==> src/rtl/pmw_pkg.sv <==
package pmw_pkg;
    typedef enum logic [1:0] {
        ST_IDLE  = 2'd0,
        ST_ISSUE = 2'd1,
        ST_WAIT  = 2'd2,
        ST_REPLY = 2'd3
    } pmw_state_e;
endpackage

==> src/rtl/pmw_addr_map.sv <==
// Builds the downstream byte address from the host word address plus
// either the segment code (chip-select and control lines) or the page.
module pmw_addr_map #(
    parameter int WORD_AW   = 20,
    parameter int CTL_W     = 2,
    parameter int PAGE_W    = 6,
    parameter int LANE_AW   = 2,
    parameter bit PAGE_MODE = 1'b0,
    localparam int MEM_AW   = PAGE_W + WORD_AW + LANE_AW,
    localparam int SEG_PAD  = PAGE_W - CTL_W - 1
) (
    input  logic               cs_hi,
    input  logic [CTL_W-1:0]   ctl,
    input  logic [WORD_AW-1:0] word,
    input  logic [PAGE_W-1:0]  page,
    output logic [MEM_AW-1:0]  byte_addr
);
    generate
        if (PAGE_MODE) begin : g_page
            logic unused_seg;
            assign unused_seg = cs_hi ^ (^ctl);
            assign byte_addr  = {page, word, {LANE_AW{1'b0}}};
        end else begin : g_seg
            logic unused_page;
            assign unused_page = ^page;
            assign byte_addr   = {{SEG_PAD{1'b0}}, cs_hi, ctl, word, {LANE_AW{1'b0}}};
        end
    endgenerate
endmodule

==> src/rtl/pmw_page_reg.sv <==
// Page latch: holds its value until written again; reads zero-extended.
module pmw_page_reg #(
    parameter int PAGE_W = 6,
    parameter int DATA_W = 32
) (
    input  logic              clk,
    input  logic              rst_n,
    input  logic              load,
    input  logic [DATA_W-1:0] wdata,
    output logic [PAGE_W-1:0] page,
    output logic [DATA_W-1:0] rd_word
);
    logic unused_hi;
    assign unused_hi = ^wdata[DATA_W-1:PAGE_W];

    always_ff @(posedge clk or negedge rst_n) begin
        if (!rst_n)    page <= '0;
        else if (load) page <= wdata[PAGE_W-1:0];
    end

    assign rd_word = {{(DATA_W-PAGE_W){1'b0}}, page};
endmodule

==> src/rtl/pmw_ctrl.sv <==
// Access sequencer: idle -> issue -> (wait) -> reply -> idle.
module pmw_ctrl
    import pmw_pkg::*;
(
    input  logic clk,
    input  logic rst_n,
    input  logic req,
    input  logic is_mem,
    input  logic is_page,
    input  logic mem_ready,
    output logic take_mem,
    output logic take_page,
    output logic rd_cap,
    output logic mem_valid,
    output logic busy,
    output logic done
);
    pmw_state_e state, state_nx;

    always_ff @(posedge clk or negedge rst_n) begin
        if (!rst_n) state <= ST_IDLE;
        else        state <= state_nx;
    end

    always_comb begin
        state_nx  = state;
        take_mem  = 1'b0;
        take_page = 1'b0;
        rd_cap    = 1'b0;
        mem_valid = 1'b0;
        busy      = 1'b1;
        done      = 1'b0;
        unique case (state)
            ST_IDLE: begin
                busy = 1'b0;
                if (req && is_page) begin
                    take_page = 1'b1;
                    state_nx  = ST_REPLY;
                end else if (req && is_mem) begin
                    take_mem = 1'b1;
                    state_nx = ST_ISSUE;
                end
            end
            ST_ISSUE: begin
                mem_valid = 1'b1;
                if (mem_ready) begin
                    rd_cap   = 1'b1;
                    state_nx = ST_REPLY;
                end else begin
                    state_nx = ST_WAIT;
                end
            end
            ST_WAIT: begin
                if (mem_ready) begin
                    rd_cap   = 1'b1;
                    state_nx = ST_REPLY;
                end
            end
            ST_REPLY: begin
                done     = 1'b1;
                state_nx = ST_IDLE;
            end
            default: state_nx = ST_IDLE;
        endcase
    end
endmodule

==> src/rtl/paged_mem_window.sv <==
module paged_mem_window #(
    parameter int WORD_AW   = 20,
    parameter int CTL_W     = 2,
    parameter int PAGE_W    = 6,
    parameter int DATA_W    = 32,
    parameter bit PAGE_MODE = 1'b0,
    localparam int BE_W     = DATA_W / 8,
    localparam int LANE_AW  = $clog2(BE_W),
    localparam int MEM_AW   = PAGE_W + WORD_AW + LANE_AW
) (
    input  logic               clk,
    input  logic               rst_n,
    input  logic               hst_req,
    input  logic               hst_cs_lo,
    input  logic               hst_cs_hi,
    input  logic [CTL_W-1:0]   hst_ctl,
    input  logic [WORD_AW-1:0] hst_word,
    input  logic               hst_we,
    input  logic [BE_W-1:0]    hst_be,
    input  logic [DATA_W-1:0]  hst_wdata,
    output logic [DATA_W-1:0]  hst_rdata,
    output logic               hst_busy,
    output logic               hst_done,
    output logic               mem_valid,
    output logic               mem_we,
    output logic [MEM_AW-1:0]  mem_addr,
    output logic [BE_W-1:0]    mem_be,
    output logic [DATA_W-1:0]  mem_wdata,
    input  logic               mem_ready,
    input  logic [DATA_W-1:0]  mem_rdata
);
    logic              is_mem, is_page;
    logic              take_mem, take_page, rd_cap;
    logic [PAGE_W-1:0] page;
    logic [DATA_W-1:0] page_word;
    logic [MEM_AW-1:0] map_addr;

    generate
        if (PAGE_MODE) begin : g_pg
            assign is_page = hst_cs_hi;
            assign is_mem  = hst_cs_lo & ~hst_cs_hi;
            pmw_page_reg #(.PAGE_W(PAGE_W), .DATA_W(DATA_W)) u_page (
                .clk     (clk),
                .rst_n   (rst_n),
                .load    (take_page & hst_we),
                .wdata   (hst_wdata),
                .page    (page),
                .rd_word (page_word)
            );
        end else begin : g_sg
            assign is_page   = 1'b0;
            assign is_mem    = hst_cs_lo | hst_cs_hi;
            assign page      = '0;
            assign page_word = '0;
        end
    endgenerate

    pmw_addr_map #(
        .WORD_AW(WORD_AW), .CTL_W(CTL_W), .PAGE_W(PAGE_W),
        .LANE_AW(LANE_AW), .PAGE_MODE(PAGE_MODE)
    ) u_map (
        .cs_hi     (hst_cs_hi),
        .ctl       (hst_ctl),
        .word      (hst_word),
        .page      (page),
        .byte_addr (map_addr)
    );

    pmw_ctrl u_ctrl (
        .clk       (clk),
        .rst_n     (rst_n),
        .req       (hst_req),
        .is_mem    (is_mem),
        .is_page   (is_page),
        .mem_ready (mem_ready),
        .take_mem  (take_mem),
        .take_page (take_page),
        .rd_cap    (rd_cap),
        .mem_valid (mem_valid),
        .busy      (hst_busy),
        .done      (hst_done)
    );

    // Request capture: address and page are frozen at acceptance.
    always_ff @(posedge clk or negedge rst_n) begin
        if (!rst_n) begin
            mem_addr  <= '0;
            mem_be    <= '0;
            mem_we    <= 1'b0;
            mem_wdata <= '0;
        end else if (take_mem) begin
            mem_addr  <= map_addr;
            mem_be    <= hst_be;
            mem_we    <= hst_we;
            mem_wdata <= hst_wdata;
        end
    end

    always_ff @(posedge clk or negedge rst_n) begin
        if (!rst_n)                    hst_rdata <= '0;
        else if (rd_cap)               hst_rdata <= mem_rdata;
        else if (take_page && !hst_we) hst_rdata <= page_word;
    end
endmodule

==> config.mk <==
export PLATFORM = sky130hd
export DESIGN_NAME = paged_mem_window
export DESIGN_NICKNAME = d
export VERILOG_FILES = /design/src/rtl/pmw_pkg.sv /design/src/rtl/pmw_addr_map.sv /design/src/rtl/pmw_page_reg.sv /design/src/rtl/pmw_ctrl.sv /design/src/rtl/paged_mem_window.sv
export SDC_FILE = /design/constraint.sdc
export NUM_CORES = 1
export LEC_CHECK = 0
export ABC_AREA = 1
export BUFFER_PORTS_ARGS = -buffer_cell sky130_fd_sc_hd__buf_2
export CAP_MARGIN = 20
export CORE_MARGIN = 1
export CORE_UTILIZATION = 48
export CTS_CLUSTER_DIAMETER = 50
export DETAILED_ROUTE_END_ITERATION = 6
export GPL_ROUTABILITY_DRIVEN = 0
export PLACE_DENSITY = 0.86
export SLEW_MARGIN = 20
export SYNTH_ARGS = -nofsm -noshare
export SYNTH_HDL_FRONTEND = slang
export SYNTH_SLANG_ARGS = --single-unit
==> constraint.sdc <==
create_clock -name clk -period 2.5 [get_ports clk]
set_input_delay 0.375 -clock clk [delete_from_list [all_inputs] [get_ports clk]]
set_output_delay 0.375 -clock clk [all_outputs]
set_load 0.1 [all_outputs]
==> results by group, run 1 <==
Place
  – DP HPWL: ~6.4 mm
  – Placed Cells: about 630
  – Count of buffers from port buffering: about 190

GRT
  – Largest net degree at the start of global routing: just under 90
  – Met1 GRT Util: 0.2487
  – Global-route usage over all layers: 0.2173
  – Most Used Layer, Global Route: met2
  – First-pass GRT wire length: ~14 mm
  – Fraction of met3 tracks used by global routing: 0.04545
  – Total global routing overflow: 0
  – Antenna violations before repair: 0
  – Met2 Resource Use GR: 0.3914
  – Vias in the first global route: 3,027

Critical path
  – Top Family by Delay on Critical Path: buffers and inverters
  – Required time of the worst setup path: about 2100 ps
  – Worst R2R Path Depth: 5
  – Top cell by count, worst path: inv_1
  – CP Capture Type: output port
  – Crit Reg-Reg Startpoint: u_ctrl.state[0]
  – Setup CP Type: register to output port
  – Reg2Reg Setup Slack: 720 ps
  – Crit-path cells: inv_1, ha_1, inv_1, buf_2
  – WP data arrival: 1670 ps
  – Worst r2r dst: hst_rdata[20]
  – Max incr delay on CP: 430 ps
  – Critical-path maximum fanout: 5
  – Startpoint types: register
  – Slowest cell on the critical path: dfrtp_1
  – CP Launch Point: u_ctrl.state[0]
  – Buf/Inv on CP: 3

Synth
  – Synth top cells by count: 94 x dfrtp_1, 69 x nand2_1, 64 x inv_1
  – Number of flops mapped to enable cells by yosys: 0
  – Area leader, netlist: dfrtp_1
  – Sequential element share of the synthesized area: 0.6229
  – Post-synth top flop: dfrtp_1
  – Synth top area share: 0.6229
  – Ranking of synthesized cells by area: dfrtp_1 62%, mux2_2 9.5%, nand2_1 6.9%
  – Netlist cell types: 15
  – Mean Syn Cell Area: about 11 sq um
  – Mapped Cells: ~350
  – Asr flop ratio synth: 1.000
  – Yosys reg bits: 94
  – Count leader, synth: dfrtp_1
  – Synth warn: 0
  – Post-Synthesis Cell Area: around 0.0038 sq mm

Routing
  – DRT iter0 DRCs: between 100 and 150
  – Via count: 2,987
  – Overall routed net length: 8.497 mm
  – Routed len/inst: approximately 13 microns
  – Number of vias per cell: between 4 and 5
  – Drc violations: 0
  – 1st-pass router iterations: 4
  – Post-route ant nets: 0

Floorplanning
  – Initial Utilization: 0.5097
  – Die area: approximately 0.0082 sq mm
  – Row cnt: 31
  – Core area: about 0.0074 sq mm
  – Die X-Extent: slightly above 90 microns
  – I/O pins: 197
  – Die Height: 90.70 microns

Timing
  – Post-Route Skew: 12.31 ps
  – Final Max Slew Viols: 0
  – Final setup fails: 0
  – Max frequency: slightly below 500 MHz
  – Hold Violations, Final: 0
  – Unrepaired setup endpoints after global routing: false
  – Least-Margin Pin Slew: 582.8 ps
  – Min Tclk post-route: 2044 ps
  – Setup TNS: 0 ps
  – Slew headroom: 0.6115
  – Hold slack: 16.45 ps
  – Final Cycle Share: 0.8178

Finish
  – Final net count: ~640
  – Layout cell share with drive strength beyond 1: 0.4422
  – Fillers: 590
  – Antenna cell count: 0
  – Area grow syn2layout: 31.08%
  – Final Non-Filler Cells: between 600 and 700

Clocking
  – Clock-pin transition on the worst setup and hold timing paths: 90 ps
  – Clk buf depth: 2
  – Hold_buf cts: 0
  – Post-CTS resize count: 0
  – Setup repair bufs after CTS: 0
  – CTS tree: built
  – H-tree depth: 3
  – Clk sink count: 94
  – Clock root cell: clkbuf_8
  – Later-pin clock latency in the skew report: approximately 340 ps
  – CTS buffer count: 9

Status
  – Status: complete, no violations

Worst hold path
  – Min-delay worst type: input port to asynchronous set/reset pin

Job
  – Max-cap violations: 0
worst reg2reg max path, stage by stage (launching register included):
cell,delay [ps]
dfrtp_1,430
inv_1,110
ha_1,320
nand2_1,70
buf_4,350
mux2_2,400
kinds of logic after synthesis:
logic type / Yosys count / share of synthesized area
flops: 94 / 0.6229
mux: 32 / 0.09543
buf+inv: 85 / 0.1083
other cells: 1 / 0.0009931
compound gates: 61 / 0.08085
fa+ha+maj: 4 / 0.01325
simple gates: 75 / 0.07820
area by class of cell:
class | instances | area [sq um] | share of cell area
sequential | 94 | 2352 | 0.4752
multi-input combinational | 177 | 1037 | 0.2096
timing repair buffer | 194 | 1006 | 0.2032
inverter | 64 | 240.2 | 0.04853
clock buffer | 11 | 131.4 | 0.02654
tap | 99 | 123.9 | 0.02503
clock inverter | 5 | 58.81 | 0.01188
metrics by stage:
step                  util  cell area, sq um  worst slack [ps]
floorplan                -              3791             782.8
global placement    0.6425              4760             808.1
detailed placement  0.6425              4760             732.8
CTS                 0.6681              4950             450.6
global route        0.6681              4950             386.1
finish              0.6681              4950             455.5
layer usage:
metal  up-vias  routed length (microns)
met5         -                        0
met4         0                      192
met3        18                      509
met2       127                     4429
met1      1385                     3365
li1       1457                        -
flip-flops by register name, indices dropped and copies added (netlist names):
name / count
mem_be: 4
u_ctrl.state: 2
mem_addr: 23
hst_rdata: 32
mem_wdata: 32
mem_we: 1
cells in the final DEF, fill, tap and decap left out, types with 4 or more instances in the layout:
cell,netlist,routed
buf_2,3,190
clkbuf_8,0,9
conb_1,1,5
dfrtp_1,94,94
ha_1,4,4
inv_1,64,64
mux2_2,32,32
nand2_1,69,69
nand3_1,4,4
o21ai_0,35,35
o21ai_1,26,26
worst max-delay path by stage:
stage	endpoint	depth (start not counted)
3_5_place_dp	hst_rdata[27]	5
2_1_floorplan	u_ctrl.state[0]	6
6_report	hst_busy	4
3_3_place_gp	hst_rdata[13]	5
4_1_cts	hst_busy	4
5_1_grt	hst_busy	4
Power of run 1 is left out: the tool's default activity adds up to more than one toggle a clock period on the data nets, which glitch-free logic cannot reach.
==> run 2: changes to the inputs <==
--- a/config.mk
+++ b/config.mk
@@ -5,15 +5,15 @@
 export SDC_FILE = /design/constraint.sdc
 export NUM_CORES = 1
 export LEC_CHECK = 0
-export ABC_AREA = 1
+export ABC_AREA = 0
 export BUFFER_PORTS_ARGS = -buffer_cell sky130_fd_sc_hd__buf_2
 export CAP_MARGIN = 20
 export CORE_MARGIN = 1
-export CORE_UTILIZATION = 48
+export CORE_UTILIZATION = 46
 export CTS_CLUSTER_DIAMETER = 50
 export DETAILED_ROUTE_END_ITERATION = 6
 export GPL_ROUTABILITY_DRIVEN = 0
-export PLACE_DENSITY = 0.86
+export PLACE_DENSITY = 0.83
 export SLEW_MARGIN = 20
 export SYNTH_ARGS = -nofsm -noshare
 export SYNTH_HDL_FRONTEND = slang
==> constraint.sdc (replaced) <==
create_clock -name clk -period 2.09 [get_ports clk]
set_input_delay 0.3135 -clock clk [delete_from_list [all_inputs] [get_ports clk]]
set_output_delay 0.3135 -clock clk [all_outputs]
set_load 0.1 [all_outputs]
==> run 2 against run 1 <==
Effect of this change: via count shrank 17%; clock skew grew 2.4 ps; register-to-register slack lost 570 ps; global-route usage shrank 4.0 points; sequential cell count is the same; sequential share of layout area shrank 1.6 points; cell area grew 3.4%; critical path depth grew 2; die area grew 8.1%; core utilization shrank 4.5 points; first-iteration DRC count shrank 72%; routed wire length shrank 6.0%; highest routed layer unchanged.
==> results by group, run 2 <==
Status
  – Status: complete, no violations

Floorplanning
  – Die Height: 94.32 microns (+4.0%)
  – I/O pins: 197 (unchanged)
  – Die area: 0.008895 sq mm (+8.1%)
  – Initial Utilization: 0.4771 (-0.03263)
  – Die X-Extent: 94.32 microns (+4.0%)
  – Row cnt: 33 (+6.5%)
  – Core area: 0.008217 sq mm (+11%)

GRT
  – Vias in the first global route: 2,497 (-18%)
  – Met1 GRT Util: 0.2144 (-0.03429)
  – Total global routing overflow: 0 (unchanged)
  – First-pass GRT wire length: 11.91 mm (-15%)
  – Largest net degree at the start of global routing: 53 (-40%)
  – Fraction of met3 tracks used by global routing: 0.05097 (+0.005516)
  – Global-route usage over all layers: 0.1770 (-0.04029)
  – Antenna violations before repair: 0 (unchanged)
  – Most Used Layer, Global Route: met2
  – Met2 Resource Use GR: 0.3025 (-0.08888)

Synth
  – Sequential element share of the synthesized area: 0.6001 (-0.02287)
  – Mean Syn Cell Area: 17.98 sq um (+68%)
  – Post-Synthesis Cell Area: 0.003920 sq mm (+3.8%)
  – Number of flops mapped to enable cells by yosys: 0 (unchanged)
  – Synth top cells by count: 94 x dfrtp_1, 60 x mux2_4, 33 x mux2_2
  – Mapped Cells: 218 (-38%)
  – Synth warn: 0 (unchanged)
  – Count leader, synth: dfrtp_1
  – Yosys reg bits: 94 (unchanged)
  – Synth top area share: 0.6001 (-0.02287)
  – Netlist cell types: 19 (+4)
  – Asr flop ratio synth: 1.000 (unchanged)
  – Area leader, netlist: dfrtp_1
  – Ranking of synthesized cells by area: dfrtp_1 60%, mux2_4 23%, mux2_2 9.5%
  – Post-synth top flop: dfrtp_1

Finish
  – Final net count: 515 (-20%)
  – Commonest non-fill, non-tap cells in the layout: 190 x buf_2, 94 x dfrtp_1, 60 x mux2_4
  – Fillers: 629 (+6.6%)
  – Largest registers: hst_rdata x32, mem_wdata x32, mem_addr x23
  – Area grow syn2layout: 30.61%
  – Layout cell share with drive strength beyond 1: 0.7279 (+0.2857)
  – Antenna cell count: 0 (unchanged)
  – Most common cell after layout, fill and taps aside: buf_2

Worst hold path
  – Min-delay worst type: input port to register

Clocking
  – Hold_buf cts: 1 (+1)
  – Clk buf depth: 2 (unchanged)
  – Setup repair bufs after CTS: 0 (unchanged)
  – CTS tree: built
  – Clock root cell: clkbuf_8
  – Clock-pin transition on the worst setup and hold timing paths: 100 ps (about the same)
  – H-tree depth: 3 (unchanged)
  – Clk sink count: 94 (unchanged)
  – Later-pin clock latency in the skew report: 340 ps (about the same)
  – Post-CTS resize count: 0 (unchanged)
  – CTS buffer count: 9 (unchanged)

Timing
  – Max frequency: approximately 510 MHz
  – Unrepaired setup endpoints after global routing: false
  – Post-Route Skew: 14.68 ps (+2.372 ps)
  – Setup TNS: 0 ps (unchanged)
  – Slew headroom: 0.6331 (+0.02164)
  – Least-Margin Pin Slew: 550.3 ps (-32.46 ps)
  – Final Cycle Share: 0.9304
  – Hold Violations, Final: 0 (unchanged)
  – Min Tclk post-route: a little under 2000 ps
  – Final Max Slew Viols: 0 (unchanged)
  – Final setup fails: 0 (unchanged)

Critical path
  – Startpoint types: register
  – CP Capture Type: register
  – Required time of the worst setup path: 2310 ps (+190 ps)
  – Critical-path maximum fanout: 24 (+19)
  – Setup CP Type: register to register
  – WP data arrival: 2160 ps (+490 ps)

Routing
  – DRT iter0 DRCs: 31 (-72%)
  – 1st-pass router iterations: 4 (unchanged)
  – Post-route ant nets: 0 (unchanged)
  – Overall routed net length: 7.990 mm (-6.0%)
  – Via count: 2,470 (-17%)
  – Routed len/inst: 15.25 microns (+16%)
  – Drc violations: 0 (unchanged)
  – Number of vias per cell: 4.714 (+1.6%)

Job
  – Max-cap violations: 0 (unchanged)

Place
  – DP HPWL: 5.828 mm (-9.1%)
  – Count of buffers from port buffering: 191 (unchanged)
==> run 2: changes by cell type after synthesis, sizes merged, moves of 2 or more <==
cell,delta
nand3,-4
mux2,+61
o21ai,-59
inv,-61
buf,-4
nand2,-68
clkbuf,-2
==> run 2: per-stage QoR <==
| step | setup WS, ps | hold slack (ps) | util | std cells | area [sq um] |
|---|---|---|---|---|---|
| CTS | 151.5 | 174.7 | 0.6231 | 524 | 5120 |
| finish | 145.5 | 189.9 | 0.6231 | 524 | 5120 |
| detailed placement | 168.1 | 341.4 | 0.5992 | 507 | 4923 |
| global route | 76.68 | 169.2 | 0.6231 | 524 | 5120 |
| floorplan | 138.0 | 17.91 | - | 222 | 3935 |
| global placement | 272.0 | 331.0 | 0.5992 | 507 | 4923 |
==> run 2: final timing paths <==
kind                                 startpoint            end  slack (ps)  cells past startpoint
worst min register to register     hst_rdata[7]   hst_rdata[7]         510                      1
worst min-delay path                     hst_we         mem_we         190                      2
min in group asynchronous                 rst_n  mem_wdata[17]         510                      2
worst max-delay path            u_ctrl.state[0]   mem_addr[10]         150                      6
worst max register to register  u_ctrl.state[0]   mem_addr[10]         150                      6
max in group asynchronous                 rst_n  mem_wdata[22]         910                      3
==> run 2: cells by family (layout without fill, tap and decap cells) <==
logic type               count (synthesis)  count (layout)  synth area share
flip-flops                              94              94            0.6001
AO/OA/AOI/OAI                            4               4          0.006380
other                                    1               5         0.0009566
adder cells (fa/ha/maj)                  4               4           0.01277
buffers and inverters                   18             215           0.04979
AND/OR/NAND/NOR                          4               4          0.005426
multiplexers                            93              93            0.3246
==> run 2: area by class of cell <==
class                           count  area [sq um]  area share
Multi-Input combinational cell    110          1390      0.2715
Tap cell                          105         131.4     0.02566
Clock buffer                       12         155.1     0.03030
Inverter                            3         11.26    0.002199
Sequential cell                    94          2352      0.4594
Clock inverter                      4         31.28    0.006109
Timing Repair Buffer              196          1049      0.2048
==> run 2: worst max-delay path, stage by stage (launching register included) <==
cell and delay (ps):
dfrtp_1 450, inv_1 90, ha_1 240, inv_2 70, or2_4 360, buf_12 270, mux2_4 320
==> run 2: routing by layer <==
metal	wire [microns]	up-vias
li1	-	1132
met5	0	-
met2	3944	119
met1	3298	1210
met4	101	0
met3	645	9
Power of run 2 is left out for the same reason.
==> run 3: changes to the inputs <==
--- a/config.mk
+++ b/config.mk
@@ -14,6 +14,7 @@
 export DETAILED_ROUTE_END_ITERATION = 6
 export GPL_ROUTABILITY_DRIVEN = 0
 export PLACE_DENSITY = 0.83
+export REMOVE_ABC_BUFFERS = 1
 export SLEW_MARGIN = 20
 export SYNTH_ARGS = -nofsm -noshare
 export SYNTH_HDL_FRONTEND = slang
==> run 3 against run 2 <==
Effect of this change: clock-buffer cell count is 2 lower; register-to-register slack better by 140 ps; clock skew is 0.70 ps lower; sequential share of layout area hardly changed; maximum frequency shrank 0.26%; core utilization about the same; routed wire length is 3.9% lower; setup slack got worse by 5.0 ps; sequential cell count is the same; via count down 2.9%; critical endpoint is now hst_busy.
==> results by group, run 3 (synthesis results as in run 2) <==
Routing
  – DRT iter0 DRCs: 31 (unchanged)
  – Via count: 2,398 (-2.9%)
  – Number of vias per cell: 4.576 (-2.9%)
  – Post-route ant nets: 0 (unchanged)
  – Overall routed net length: 7.680 mm (-3.9%)
  – 1st-pass router iterations: 4 (unchanged)
  – Drc violations: 0 (unchanged)
  – Routed len/inst: 14.66 microns (-3.9%)

Place
  – Place WS: 316.8 ps (+148.7 ps)
  – Count of buffers from port buffering: 191 (unchanged)
  – DP HPWL: 5.789 mm (-0.67%)

Floorplanning
  – Core area: 0.008217 sq mm (unchanged)
  – Die Height: 94.32 microns (unchanged)
  – I/O pins: 197 (unchanged)
  – Row cnt: 33 (unchanged)
  – Initial Utilization: 0.4771 (unchanged)
  – Die X-Extent: 94.32 microns (unchanged)
  – Die area: 0.008895 sq mm (unchanged)

Status
  – Status: complete, no violations

GRT
  – Largest net degree at the start of global routing: 48 (-9.4%)
  – Antenna violations before repair: 0 (unchanged)
  – Total global routing overflow: 0 (unchanged)
  – Vias in the first global route: 2,413 (-3.4%)
  – Global-route usage over all layers: 0.1716 (-0.005356)
  – First-pass GRT wire length: 11.52 mm (-3.2%)

Finish
  – Final net count: 516 (+0.19%)
  – Layout cell share with drive strength beyond 1: 0.7279 (unchanged)
  – Fillers: 659 (+4.8%)
  – Commonest non-fill, non-tap cells in the layout: 190 x buf_2, 94 x dfrtp_1, 60 x mux2_4
  – Area grow syn2layout: 30.55% (about the same)
  – Antenna cell count: 0 (unchanged)
  – Largest registers: hst_rdata x32, mem_wdata x32, mem_addr x23
  – Most common cell after layout, fill and taps aside: buf_2

Critical path
  – Required time of the worst setup path: 1780 ps (-530 ps)
  – CP Launch Point: u_ctrl.state[0]
  – Reg2Reg Setup Slack: 290 ps (+140 ps)
  – Startpoint types: register
  – Max incr delay on CP: 440 ps (about the same)
  – CP Capture Type: output port
  – Worst r2r dst: mem_addr[3]
  – Crit-path cells: inv_1, ha_1, inv_2, buf_2
  – WP data arrival: 1640 ps (-520 ps)
  – Slowest cell on the critical path: dfrtp_1
  – Critical-path maximum fanout: 6 (-75%)
  – Setup CP Type: register to output port
  – Crit Reg-Reg Startpoint: u_ctrl.state[0]
  – Critical Path Sink: hst_busy
  – Worst R2R Path Depth: 6 (unchanged)

Timing
  – Hold slack: 193.6 ps (+3.756 ps)
  – Final Max Slew Viols: 0 (unchanged)
  – Post-Route Skew: 13.98 ps (-0.6963 ps)
  – Post-route setup slack: 140.4 ps (-5.045 ps)
  – Slew headroom: 0.6599 (+0.02676)
  – Max frequency: 512.9 MHz (-0.26%)
  – Final Cycle Share: 0.9328 (+0.002414)
  – Min Tclk post-route: 1950 ps (+5.045 ps)
  – Hold Violations, Final: 0 (unchanged)
  – Final setup fails: 0 (unchanged)
  – Least-Margin Pin Slew: 513.7 ps (-36.60 ps)
  – Unrepaired setup endpoints after global routing: false

Clocking
  – Clock root cell: clkbuf_8
  – Clk buf depth: 2 (unchanged)
  – Later-pin clock latency in the skew report: 340 ps (about the same)
  – Clk sink count: 94 (unchanged)
  – CTS tree: built
  – CTS buffer count: 9 (unchanged)
  – Post-CTS resize count: 0 (unchanged)
  – H-tree depth: 3 (unchanged)
  – Clock-pin transition on the worst setup and hold timing paths: 90 ps (about the same)

Job
  – Max-cap violations: 0 (unchanged)

Worst hold path
  – Min-delay worst type: input port to register
[run 3: how the worst min path moves through the flow]
stage                              from       endpoint  slack (ps)  cells past startpoint
final                     hst_wdata[17]  mem_wdata[17]         190                      2
after global routing        hst_word[5]    mem_addr[7]         170                      2
after CTS                 hst_wdata[17]  mem_wdata[17]         180                      2
after detailed placement          rst_n  hst_rdata[12]         280                      1
after global placement            rst_n  hst_rdata[12]         280                      1
after floorplan                   rst_n   hst_rdata[0]          20                      0
[run 3: through the flow]
stage / instance area, sq um / std cells / utilization / TNS (ps)
2_1_floorplan: 3751 / 207 / - / -98060
4_1_cts: 5117 / 524 / 0.6228 / 0
3_5_place_dp: 4918 / 508 / 0.5986 / 0
3_3_place_gp: 4918 / 508 / 0.5986 / 0
5_1_grt: 5117 / 524 / 0.6228 / 0
6_report: 5117 / 524 / 0.6228 / 0
[run 3: layout make-up]
type,count,area [sq um],area share
Tap cell,105,131.4,0.02567
Inverter,3,11.26,0.002200
Multi-Input combinational cell,110,1390,0.2716
Clock buffer,10,127.6,0.02494
Timing Repair Buffer,197,1044,0.2039
Clock inverter,5,61.31,0.01198
Sequential cell,94,2352,0.4597
[run 3: per-layer routing]
layer | up-vias | track usage | routed length, microns
met5 | - | 0 | 0
met4 | 0 | 0.08462 | 189
met3 | 16 | 0.04935 | 608
met2 | 126 | 0.2778 | 3714
met1 | 1116 | 0.2099 | 3167
li1 | 1140 | - | -
[run 3: timing repair]
item	CTS	global route
setup buffers	0	0
hold buffers	1	0
endpoints found under the hold margin	31	0
[run 3: worst max-delay path, delay by kind of cell, from the launching register on]
kind,cells,cell delay [ps]
adder cells (fa/ha/maj),1,250
buffers and inverters,3,600
flip-flops,1,440
Power of run 3 is left out for the same reason.
